<file path="src/rtl/hbc_pkg.sv">
package hbc_pkg;

  // Command pair {pin1,pin2}; values follow the pin decode.
  typedef enum logic [1:0] {
    CMD_COAST = 2'b00,
    CMD_REV   = 2'b01,
    CMD_FWD   = 2'b10,
    CMD_BRAKE = 2'b11
  } cmd_e;

  // State applied to one leg.
  typedef enum logic [1:0] {
    LEG_OFF = 2'd0,
    LEG_HI  = 2'd1,
    LEG_LO  = 2'd2
  } leg_e;

  // Nanoseconds to clock cycles, rounded up.
  function automatic int unsigned ns_to_cycles(longint unsigned hz, longint unsigned ns);
    longint unsigned prod;
    prod = hz * ns + 64'd999_999_999;
    return int'(prod / 64'd1_000_000_000);
  endfunction

  function automatic cmd_e decode_pins(logic p1, logic p2);
    return cmd_e'({p1, p2});
  endfunction

  // Requested state of one leg (is_b selects leg B).
  function automatic leg_e leg_target(cmd_e cmd, logic is_b, logic chop, logic halt);
    leg_e r;
    if (halt) r = LEG_OFF;
    else begin
      case (cmd)
        CMD_COAST: r = LEG_OFF;
        CMD_BRAKE: r = LEG_LO;
        CMD_FWD:   r = chop ? LEG_LO : (is_b ? LEG_LO : LEG_HI);
        CMD_REV:   r = chop ? LEG_LO : (is_b ? LEG_HI : LEG_LO);
        default:   r = LEG_OFF;
      endcase
    end
    return r;
  endfunction

  // A drive pattern has one leg high and the other low.
  function automatic logic is_drive(leg_e a, leg_e b);
    return ((a == LEG_HI) && (b == LEG_LO)) || ((a == LEG_LO) && (b == LEG_HI));
  endfunction

endpackage

</file>
<file path="src/rtl/hbc_sync.sv">
module hbc_sync #(
  parameter int W = 1,
  parameter logic [W-1:0] RST_VAL = '0
) (
  input  logic         clk,
  input  logic         rst_n,
  input  logic [W-1:0] d_i,
  output logic [W-1:0] q_o
);
  logic [W-1:0] stage1;
  logic [W-1:0] stage2;

  always_ff @(posedge clk or negedge rst_n) begin
    if (!rst_n) begin
      stage1 <= RST_VAL;
      stage2 <= RST_VAL;
    end else begin
      stage1 <= d_i;
      stage2 <= stage1;
    end
  end

  assign q_o = stage2;
endmodule

</file>
<file path="src/rtl/hbc_leg.sv">
module hbc_leg
  import hbc_pkg::*;
#(
  parameter int DT = 4
) (
  input  logic clk,
  input  logic rst_n,
  input  leg_e target_i,
  output logic hi_en_o,
  output logic lo_en_o,
  output leg_e state_o
);
  localparam int DTW = (DT < 1) ? 1 : $clog2(DT + 1);

  leg_e           cur;
  logic [DTW-1:0] dt_cnt;

  // Any on->off change arms the dead-time counter; turn-on waits for it to drain.
  always_ff @(posedge clk or negedge rst_n) begin
    if (!rst_n) begin
      cur    <= LEG_OFF;
      dt_cnt <= '0;
    end else if (cur != LEG_OFF) begin
      if (target_i != cur) begin
        cur    <= LEG_OFF;
        dt_cnt <= DTW'(DT);
      end
    end else if (dt_cnt != '0) begin
      dt_cnt <= dt_cnt - 1'b1;
    end else if (target_i != LEG_OFF) begin
      cur <= target_i;
    end
  end

  assign hi_en_o = (cur == LEG_HI);
  assign lo_en_o = (cur == LEG_LO);
  assign state_o = cur;

  // Independent gap observer for the dead-time property.
  logic           on_now;
  logic           on_q;
  logic           had_on_q;
  logic [DTW-1:0] gap_q;

  assign on_now = (cur != LEG_OFF);

  always_ff @(posedge clk or negedge rst_n) begin
    if (!rst_n) begin
      on_q     <= 1'b0;
      had_on_q <= 1'b0;
      gap_q    <= '0;
    end else begin
      on_q     <= on_now;
      had_on_q <= had_on_q | on_now;
      if (on_now)                  gap_q <= '0;
      else if (gap_q != DTW'(DT))  gap_q <= gap_q + 1'b1;
    end
  end

  AST_DEAD_GAP: assert property (@(posedge clk) disable iff (!rst_n)
    (on_now && !on_q && had_on_q) |-> (gap_q == DTW'(DT)));
  AST_NO_DIRECT_SWAP: assert property (@(posedge clk) disable iff (!rst_n)
    (on_now && on_q) |-> (cur == $past(cur)));
endmodule

</file>
<file path="src/rtl/hbc_chop.sv">
module hbc_chop
  import hbc_pkg::*;
#(
  parameter int unsigned OFF_CYC   = 1000,
  parameter int unsigned BLANK_CYC = 188
) (
  input  logic clk,
  input  logic rst_n,
  input  cmd_e cmd_i,
  input  logic halt_i,
  input  logic trip_i,
  input  leg_e a_state_i,
  input  leg_e b_state_i,
  output logic chopping_o,
  output logic chop_event_o
);
  localparam int OW = $clog2(OFF_CYC + 1);
  localparam int BW = (BLANK_CYC < 2) ? 1 : $clog2(BLANK_CYC + 1);
  localparam int RW = $clog2(BLANK_CYC + 2);

  logic [3:0]    pat;
  logic [3:0]    pat_q;
  logic          drive_now;
  logic          entry_now;
  logic          abort;
  logic          blank_open;
  logic          accept;
  logic [OW-1:0] off_cnt;
  logic [BW-1:0] blank_cnt;
  logic          event_q;

  assign pat        = {a_state_i, b_state_i};
  assign drive_now  = is_drive(a_state_i, b_state_i);
  assign entry_now  = drive_now && (pat != pat_q);
  assign abort      = halt_i || (cmd_i == CMD_COAST) || (cmd_i == CMD_BRAKE);
  assign blank_open = !entry_now && (blank_cnt == '0);
  assign accept     = trip_i && drive_now && blank_open && (off_cnt == '0) && !abort;

  always_ff @(posedge clk or negedge rst_n) begin
    if (!rst_n) begin
      pat_q     <= {LEG_OFF, LEG_OFF};
      blank_cnt <= '0;
      off_cnt   <= '0;
      event_q   <= 1'b0;
    end else begin
      pat_q   <= pat;
      event_q <= accept;
      if (entry_now)              blank_cnt <= BW'(BLANK_CYC - 1);
      else if (blank_cnt != '0)   blank_cnt <= blank_cnt - 1'b1;
      if (abort)                  off_cnt <= '0;
      else if (accept)            off_cnt <= OW'(OFF_CYC);
      else if (off_cnt != '0)     off_cnt <= off_cnt - 1'b1;
    end
  end

  assign chopping_o   = (off_cnt != '0);
  assign chop_event_o = event_q;

  // Length of the current unbroken drive stretch, counted independently.
  logic [RW-1:0] run_q;
  logic [RW-1:0] run_c;

  always_comb begin
    if (!drive_now)                          run_c = '0;
    else if (pat != pat_q)                   run_c = RW'(1);
    else if (run_q == RW'(BLANK_CYC + 1))    run_c = run_q;
    else                                     run_c = run_q + 1'b1;
  end

  always_ff @(posedge clk or negedge rst_n) begin
    if (!rst_n) run_q <= '0;
    else        run_q <= run_c;
  end

  AST_BLANK_RESPECTED: assert property (@(posedge clk) disable iff (!rst_n)
    accept |-> (run_c == RW'(BLANK_CYC + 1)));
  AST_EVENT_SINGLE: assert property (@(posedge clk) disable iff (!rst_n)
    chop_event_o |=> !chop_event_o);
  AST_EVENT_STARTS_OFF: assert property (@(posedge clk) disable iff (!rst_n)
    chop_event_o |-> chopping_o);
  AST_ABORT_CLEAR: assert property (@(posedge clk) disable iff (!rst_n)
    abort |=> !chopping_o);
endmodule

</file>
<file path="src/rtl/hbridge_chopper.sv">
module hbridge_chopper
  import hbc_pkg::*;
#(
  parameter int CLK_HZ   = 50_000_000,
  parameter int OFF_NS   = 20_000,
  parameter int BLANK_NS = 3_750,
  parameter int DT       = 4
) (
  input  logic clk,
  input  logic rst_n,
  input  logic in1_i,
  input  logic in2_i,
  input  logic disable_i,
  input  logic trip_i,
  output logic a_hi_o,
  output logic a_lo_o,
  output logic b_hi_o,
  output logic b_lo_o,
  output logic chop_event_o
);
  localparam int unsigned OFF_CYC   = ns_to_cycles(longint'(CLK_HZ), longint'(OFF_NS));
  localparam int unsigned BLANK_CYC = ns_to_cycles(longint'(CLK_HZ), longint'(BLANK_NS));

  // Synchronised pins: {disable, in1, in2, trip}; disable resets asserted.
  logic [3:0] pins_s;
  logic       dis_s;
  logic       trip_s;
  cmd_e       cmd;
  logic       chopping;
  logic       event_w;

  hbc_sync #(.W(4), .RST_VAL(4'b1000)) u_sync (
    .clk   (clk),
    .rst_n (rst_n),
    .d_i   ({disable_i, in1_i, in2_i, trip_i}),
    .q_o   (pins_s)
  );

  assign dis_s  = pins_s[3];
  assign cmd    = decode_pins(pins_s[2], pins_s[1]);
  assign trip_s = pins_s[0];

  leg_e       tgt [2];
  leg_e       st  [2];
  logic [1:0] hi_w;
  logic [1:0] lo_w;

  for (genvar g = 0; g < 2; g++) begin : g_leg
    assign tgt[g] = leg_target(cmd, (g == 1), chopping, dis_s);
    hbc_leg #(.DT(DT)) u_leg (
      .clk      (clk),
      .rst_n    (rst_n),
      .target_i (tgt[g]),
      .hi_en_o  (hi_w[g]),
      .lo_en_o  (lo_w[g]),
      .state_o  (st[g])
    );
  end

  hbc_chop #(.OFF_CYC(OFF_CYC), .BLANK_CYC(BLANK_CYC)) u_chop (
    .clk          (clk),
    .rst_n        (rst_n),
    .cmd_i        (cmd),
    .halt_i       (dis_s),
    .trip_i       (trip_s),
    .a_state_i    (st[0]),
    .b_state_i    (st[1]),
    .chopping_o   (chopping),
    .chop_event_o (event_w)
  );

  // The raw disable pin masks the gates without waiting for the synchroniser.
  assign a_hi_o       = hi_w[0] & ~disable_i;
  assign a_lo_o       = lo_w[0] & ~disable_i;
  assign b_hi_o       = hi_w[1] & ~disable_i;
  assign b_lo_o       = lo_w[1] & ~disable_i;
  assign chop_event_o = event_w;

  AST_DECAY_NO_HIGH: assert property (@(posedge clk) disable iff (!rst_n)
    ($past(chopping) && chopping) |-> (!hi_w[0] && !hi_w[1]));
  AST_HALT_LEGS_OFF: assert property (@(posedge clk) disable iff (!rst_n)
    $past(dis_s) |-> (hi_w == 2'b00 && lo_w == 2'b00));
endmodule

</file>
<file path="config.mk">
export PLATFORM = sky130hd
export DESIGN_NAME = hbridge_chopper
export DESIGN_NICKNAME = d
export VERILOG_FILES = /design/src/rtl/hbc_pkg.sv /design/src/rtl/hbc_sync.sv /design/src/rtl/hbc_leg.sv /design/src/rtl/hbc_chop.sv /design/src/rtl/hbridge_chopper.sv
export SDC_FILE = /design/constraint.sdc
export NUM_CORES = 1
export LEC_CHECK = 0
export BUFFER_PORTS_ARGS = -buffer_cell sky130_fd_sc_hd__buf_2
export CAP_MARGIN = 20
export CORE_UTILIZATION = 60
export CTS_CLUSTER_SIZE = 20
export DETAILED_ROUTE_END_ITERATION = 16
export GPL_TIMING_DRIVEN = 0
export HOLD_SLACK_MARGIN = 0.02
export PLACE_DENSITY = 0.77
export RECOVER_POWER = 100
export SYNTH_ARGS = -nofsm -noshare
export SYNTH_HDL_FRONTEND = slang
export SYNTH_SLANG_ARGS = --single-unit
</file>
<file path="constraint.sdc">
create_clock -name clk -period 2.85 [get_ports clk]
set_clock_uncertainty 0.05 [all_clocks]
set_input_delay 0.1425 -clock clk [delete_from_list [all_inputs] [get_ports clk]]
set_output_delay 0.1425 -clock clk [all_outputs]
set_load 0.02 [all_outputs]
</file>
# Yosys cells after proc, flatten, opt, wreduce, memory -nomap -nowiden
# Index checks and enable logic that the tools add are counted.
[totals]
output_inout_bits = 5
in_bits = 6
elab_cells = 93
regBits = 41
[classes]
n_addsub = 4
n_reduce_logical = 36
eq_ne = 14
muxes = 24
bitwise_logic = 5
[ops]
columns = ["operator", "count"]
rows = [
  ["10-bit two-way mux", 3],
  ["2-bit two-way mux", 11],
  ["3-bit two-way mux", 6],
  ["2-bit nonzero test", 9],
  ["8-bit two-way mux", 2],
  ["2-bit case mux with 3 select lines", 2],
  ["10-bit zero test", 1],
  ["10-bit nonzero test", 1],
  ["10-bit by 1-bit subtractor with 10-bit output (second input constant)", 1],
  ["3-bit nonzero test", 3],
  ["2-bit == test (second input constant)", 4],
  ["1-bit logical AND", 8],
  ["8-bit zero test", 1],
  ["8-bit nonzero test", 1],
  ["8-bit by 1-bit subtractor with 8-bit output (second input constant)", 1],
  ["2-bit by 1-bit == test with 1-bit output (second input constant)", 3],
  ["3-bit AND reduction", 2],
  ["3-bit by 1-bit subtractor with 3-bit output (second input constant)", 2],
  ["1-bit bitwise AND", 4],
  ["2-bit by 1-bit inequality test with 1-bit output (second input constant)", 2],
  ["2-bit inequality test", 2],
  ["2-bit inequality test (second input constant)", 2],
  ["4-bit inequality test", 1],
  ["2-bit AND reduction", 2],
  ["other kinds (5)", 9],
]

# Depth between registers and ports, before layout
[depth]
depth_word = 11
depth_mapped = 7
mapped_depth_nobuf = 7

# By module
# A second synthesis with hierarchy kept.
[unflattened]
cells_unflattened = 200
area_unflattened_um2 = 2208.4
[by_module_without_submodules]
columns = ["module", "cells_per_inst", "area_each_um2", "seq_area_each_um2", "instances"]
rows = [
  ["hbc_chop", 118, 1270.0, 575.6, 1],
  ["hbc_leg", 32, 337.8, 125.1, 2],
  ["hbc_sync", 8, 202.7, 202.7, 1],
  ["hbridge_chopper", 10, 60.1, 0.0, 1],
]

# Worst setup path before layout
# OpenSTA, ideal clock, no wires.
[synth_path]
path_type = "register -> register"
start = "register u_chop.off_cnt[0]"
end = "register g_leg[0].u_leg.dt_cnt[1]"
n_path_buf = 0
required_ns = 2.705
setup_ns = 0.095
arrival_ns = 1.902
setup_slack_ns = 0.803
path_stages_with_launch = 8
period_less_slack_ns = 2.047
cell_sequence = "dfrtp_1 -> inv_1 -> ha_1 -> or3b_2 -> or4_4 -> o22ai_2 -> o21ai_1 -> o31ai_1"
[synth_between]
elab_chain_len = 7
[synth_lines]
columns = ["element", "line_no", "source"]
rows = [
  ["from (decl)", "hbc_chop.sv:28", "logic [OW-1:0] off_cnt;"],
  ["from (signal assigned)", "hbc_chop.sv:51", "else if (accept) off_cnt <= OW'(OFF_CYC);"],
  ["from (signal assigned)", "hbc_chop.sv:52", "else if (off_cnt != '0) off_cnt <= off_cnt - 1'b1;"],
  ["10-bit nonzero test", "hbc_chop.sv:56", "assign chopping_o = (off_cnt != '0);"],
  ["2-bit two-way mux", "hbc_pkg.sv:37", "CMD_FWD: r = chop ? LEG_LO : (is_b ? LEG_LO : LEG_HI);"],
  ["2-bit case mux with 3 select lines", "hbc_pkg.sv:34", "case (cmd)"],
  ["2-bit two-way mux", "hbc_pkg.sv:32", "if (halt) r = LEG_OFF;"],
  ["2-bit inequality test", "hbc_leg.sv:24", "if (target_i != cur) begin"],
  ["2-bit inequality test (no line)", "n/a", ""],
  ["2-bit AND reduction (no line)", "n/a", ""],
  ["to (signal assigned)", "hbc_leg.sv:26", "dt_cnt <= DTW'(DT);"],
  ["to (signal assigned)", "hbc_leg.sv:29", "dt_cnt <= dt_cnt - 1'b1;"],
  ["to (decl)", "hbc_leg.sv:16", "logic [DTW-1:0] dt_cnt;"],
]
# Every way passes these cells.
# A chain may end at the register's enable or synchronous reset.

# Worst setup path after layout
[layout_path]
start = "register u_chop.off_cnt[0]"
end = "register g_leg[0].u_leg.dt_cnt[0]"
# The elaborated chain is that of the path after synthesis.

==> flow_metrics.env <==
export IMPL_run_status="finished clean"
export IMPL_max_freq_mhz=404.3
export IMPL_layout_drive_gt1_share_pct=9.211
export IMPL_drc_errors=0
export IMPL_syn_mean_instance_area_um2=10.23
export IMPL_cp_required_ns=3.07
export IMPL_root_buffer="clkbuf_4"
export IMPL_vias=1540
export IMPL_maxCapViolations=0
export IMPL_clk_latency_ns=0.36
export IMPL_crit_path_start_kind="flip-flop"
export IMPL_grt_max_degree=42
export IMPL_cts_buffers=5
export IMPL_clock_power_share_pct=12.0
export IMPL_ios=11
export IMPL_finalHoldViolations=0
export IMPL_drt_initial_drc_count=63
export IMPL_vias_per_cell=5.620
export IMPL_critPathKind="flip-flop to flip-flop"
export IMPL_post_cts_buffers=0
export IMPL_die_area_um2=3736
export IMPL_hold_buffers=5
export IMPL_syn_area_um2=2097
export IMPL_wl_mm=3.907
export IMPL_avgRoutedWirePerCell_um=14.26
export IMPL_synthCells=205
export IMPL_leakagePower_nw=1.017
export IMPL_grt_pass1_vias=1559
export IMPL_combPwrFrac_pct=49.2
export IMPL_period_share_pct=86.79
export IMPL_placed_cells=261
export IMPL_synth_edf_count=0
export IMPL_cellPowerDensity_nw_per_um2=1040
export IMPL_clockBufferDepth=2
export IMPL_final_core_util_pct=67.15
export IMPL_place_area_um2=2205
export IMPL_synth_flop_cell="dfrtp_1"
export IMPL_async_flop_share_pct=100.0
export IMPL_share_seq_of_total_power_pct=38.9
export IMPL_worst_slew_pin_slew_ns=0.8938
export IMPL_yosysMostFrequentCell="dfrtp_1"
export IMPL_design_area_um2=2241
export IMPL_yosysUniqueCellTypes=49
export IMPL_antenna_found_initial=0
export IMPL_core_um2=3337
export IMPL_slew_violations=0
export IMPL_die_w_um=61.12
export IMPL_rr_worst_depth=7
export IMPL_dp_hpwl_mm=2.755
export IMPL_finalSetupTns_ns=0
export IMPL_arrival_ns=2.69
export IMPL_rows=21
export IMPL_holdPathStages=0
export IMPL_cts_tree="built"
export IMPL_area_delta_synth_final_pct=6.862
export IMPL_switching_share_pct=42.79
export IMPL_ir_worst_vdd_mv=0.6459
export IMPL_fin_cells=274
export IMPL_yosysTopAreaCell="dfrtp_1"
export IMPL_htree_levels=2
export IMPL_cpMaxStageDelayCell="nor4_1"
export IMPL_yosysWarningCount=0
export IMPL_cp_max_fo=4
export IMPL_worstSetupEndpointType="flip-flop"
export IMPL_grt_pass1_wl_mm=6.548
export IMPL_initial_core_util_pct=62.84
export IMPL_ant_nets=0
export IMPL_first_pass_iters=4
export IMPL_ys_top_cells_by_area="dfrtp_1, ha_1, xnor2_1, nor2_1, a21oi_1"
export IMPL_relSlewSlack_pct=40.41
export IMPL_crit_path_cell_trace="inv_1 > ha_1 > or3b_2 > nor4_1 > a21oi_1 > or3_1 > o31ai_1"
export IMPL_track_usage_pct=24.31
export IMPL_netlist_area_leader_share_pct=46.54
export IMPL_rsz0062_at_grt="no"
export IMPL_numPortBuffers=10
export IMPL_yosysSeqAreaShare_pct=49.05
export IMPL_grt_ovfl_total=0
export IMPL_clk_pin_slew_ns=0.12
export IMPL_die_h_um=61.12
export IMPL_synth_fp_nets=219
export IMPL_synth_common_cells="dfrtp_1, nor2_1, inv_1, a21oi_1, nand2_1"
export IMPL_clock_sinks=41
export IMPL_switchingPower_w=0.0009973
export IMPL_worst_r2r_setup_slack_ns=0.38
export IMPL_min_path_type="flip-flop to flip-flop"
export IMPL_finalSetupViolCount=0
export IMPL_synth_seq_cells=41
export IMPL_num_antenna_cells=0
export IMPL_fin_nets=241
export IMPL_cts_resized=0
export IMPL_crit_path_max_incr_delay_ns=0.52
export IMPL_p_int_w=0.001333
export IMPL_place_gp_congestion=0.8538
export IMPL_period_minus_slack_ns=2.474
## metrics by stage
stage	hold slack, ns	setup WS, ns	total power, W
after floorplan	-0.2031	0.8028	0.001891
after global placement	0.2025	0.6607	0.002048
after detailed placement	0.2036	0.5696	0.002148
after CTS	0.3123	0.5642	0.002443
after global routing	0.3117	0.2150	0.002524
final	0.3085	0.3764	0.002331
## metal layers
layer  GRT usage, %  part of all wire, %  vias up
li1               -                    -      754
met1          26.49                   44      755
met2          44.10                   52       25
met3          7.563                  3.3        6
met4          9.091                  1.3        0
met5              0                    0        -
## logic make-up after synthesis
family,count (synthesis),share of synthesized area [%]
and+or+nand+nor,80,22.85
DFF,41,49.05
buffers and inverters,21,4.534
muxes,2,0.9547
adders and majority gates,8,4.773
xor gates and xnor gates,14,5.847
AOI/OAI and AO/OA,39,11.99
## path summary, 6_finish.rpt
kind,startpoint,endpoint
max,u_chop.off_cnt[0],g_leg[0].u_leg.dt_cnt[0]
min,u_sync.stage1[3],u_sync.q_o[3]
max reg2reg,u_chop.off_cnt[0],g_leg[0].u_leg.dt_cnt[0]
min reg2reg,u_sync.stage1[3],u_sync.q_o[3]
max in group asynchronous,rst_n,u_chop.off_cnt[8]
min in group asynchronous,rst_n,g_leg[0].u_leg.dt_cnt[1]
## critical path, delay by kind of cell (launching register included)
family | cells | cell delay, ns
and+or+nand+nor | 3 | 1.38
DFF | 1 | 0.42
AOI/OAI and AO/OA | 2 | 0.21
adders and majority gates | 1 | 0.19
buffers and inverters | 1 | 0.13
## cells in the final DEF, fill, tap and decap left out, drive strengths merged, types with 3 or more instances in the layout
master       netlist  layout
nand2b             7       7
dlygate4sd3        0       5
nor2              21      21
clkbuf             4      17
nand4              3       3
nor4               3       3
buf                2       5
nand3              7       7
dfrtp             39      39
nand2             11      11
o21ai             11      11
nor3              10      10
xnor2             10      10
o31ai              3       3
xor2               4       4
ha                 8       8
a21oi             13      13
inv               15      15
## flip-flops by register name (all words and copies together) (netlist names)
| register | flops |
|---|---|
| g_leg.u_leg.dt_cnt | 6 |
| u_chop.blank_cnt | 8 |
| u_chop.chop_event_o | 1 |
| u_sync.q_o | 4 |
| u_chop.off_cnt | 10 |
| u_sync.stage1 | 4 |
| g_leg.u_leg.state_o | 4 |
| u_chop.pat_q | 4 |
## power groups by stage
stage	registers, W	clock network (W)	logic, W
global placement	0.000902	0	0.00115
detailed placement	0.000918	0	0.00123
finish	0.000906	0.000279	0.00115
floorplan	0.000880	0	0.00101
CTS	0.000907	0.000287	0.00125
global route	0.000932	0.000313	0.00128
## layout make-up
class / instances / area (um2)
fillers: 281 / 1096
flip-flops and latches: 41 / 1028
multi-input cells: 143 / 923.4
repair buffers: 15 / 92.59
well taps: 46 / 57.56
inverters: 15 / 56.30
clock buffers: 6 / 41.29
plain buffers: 6 / 31.28
clock inverters: 2 / 10.01
Note: power is estimated with default switching activity, not from simulation.
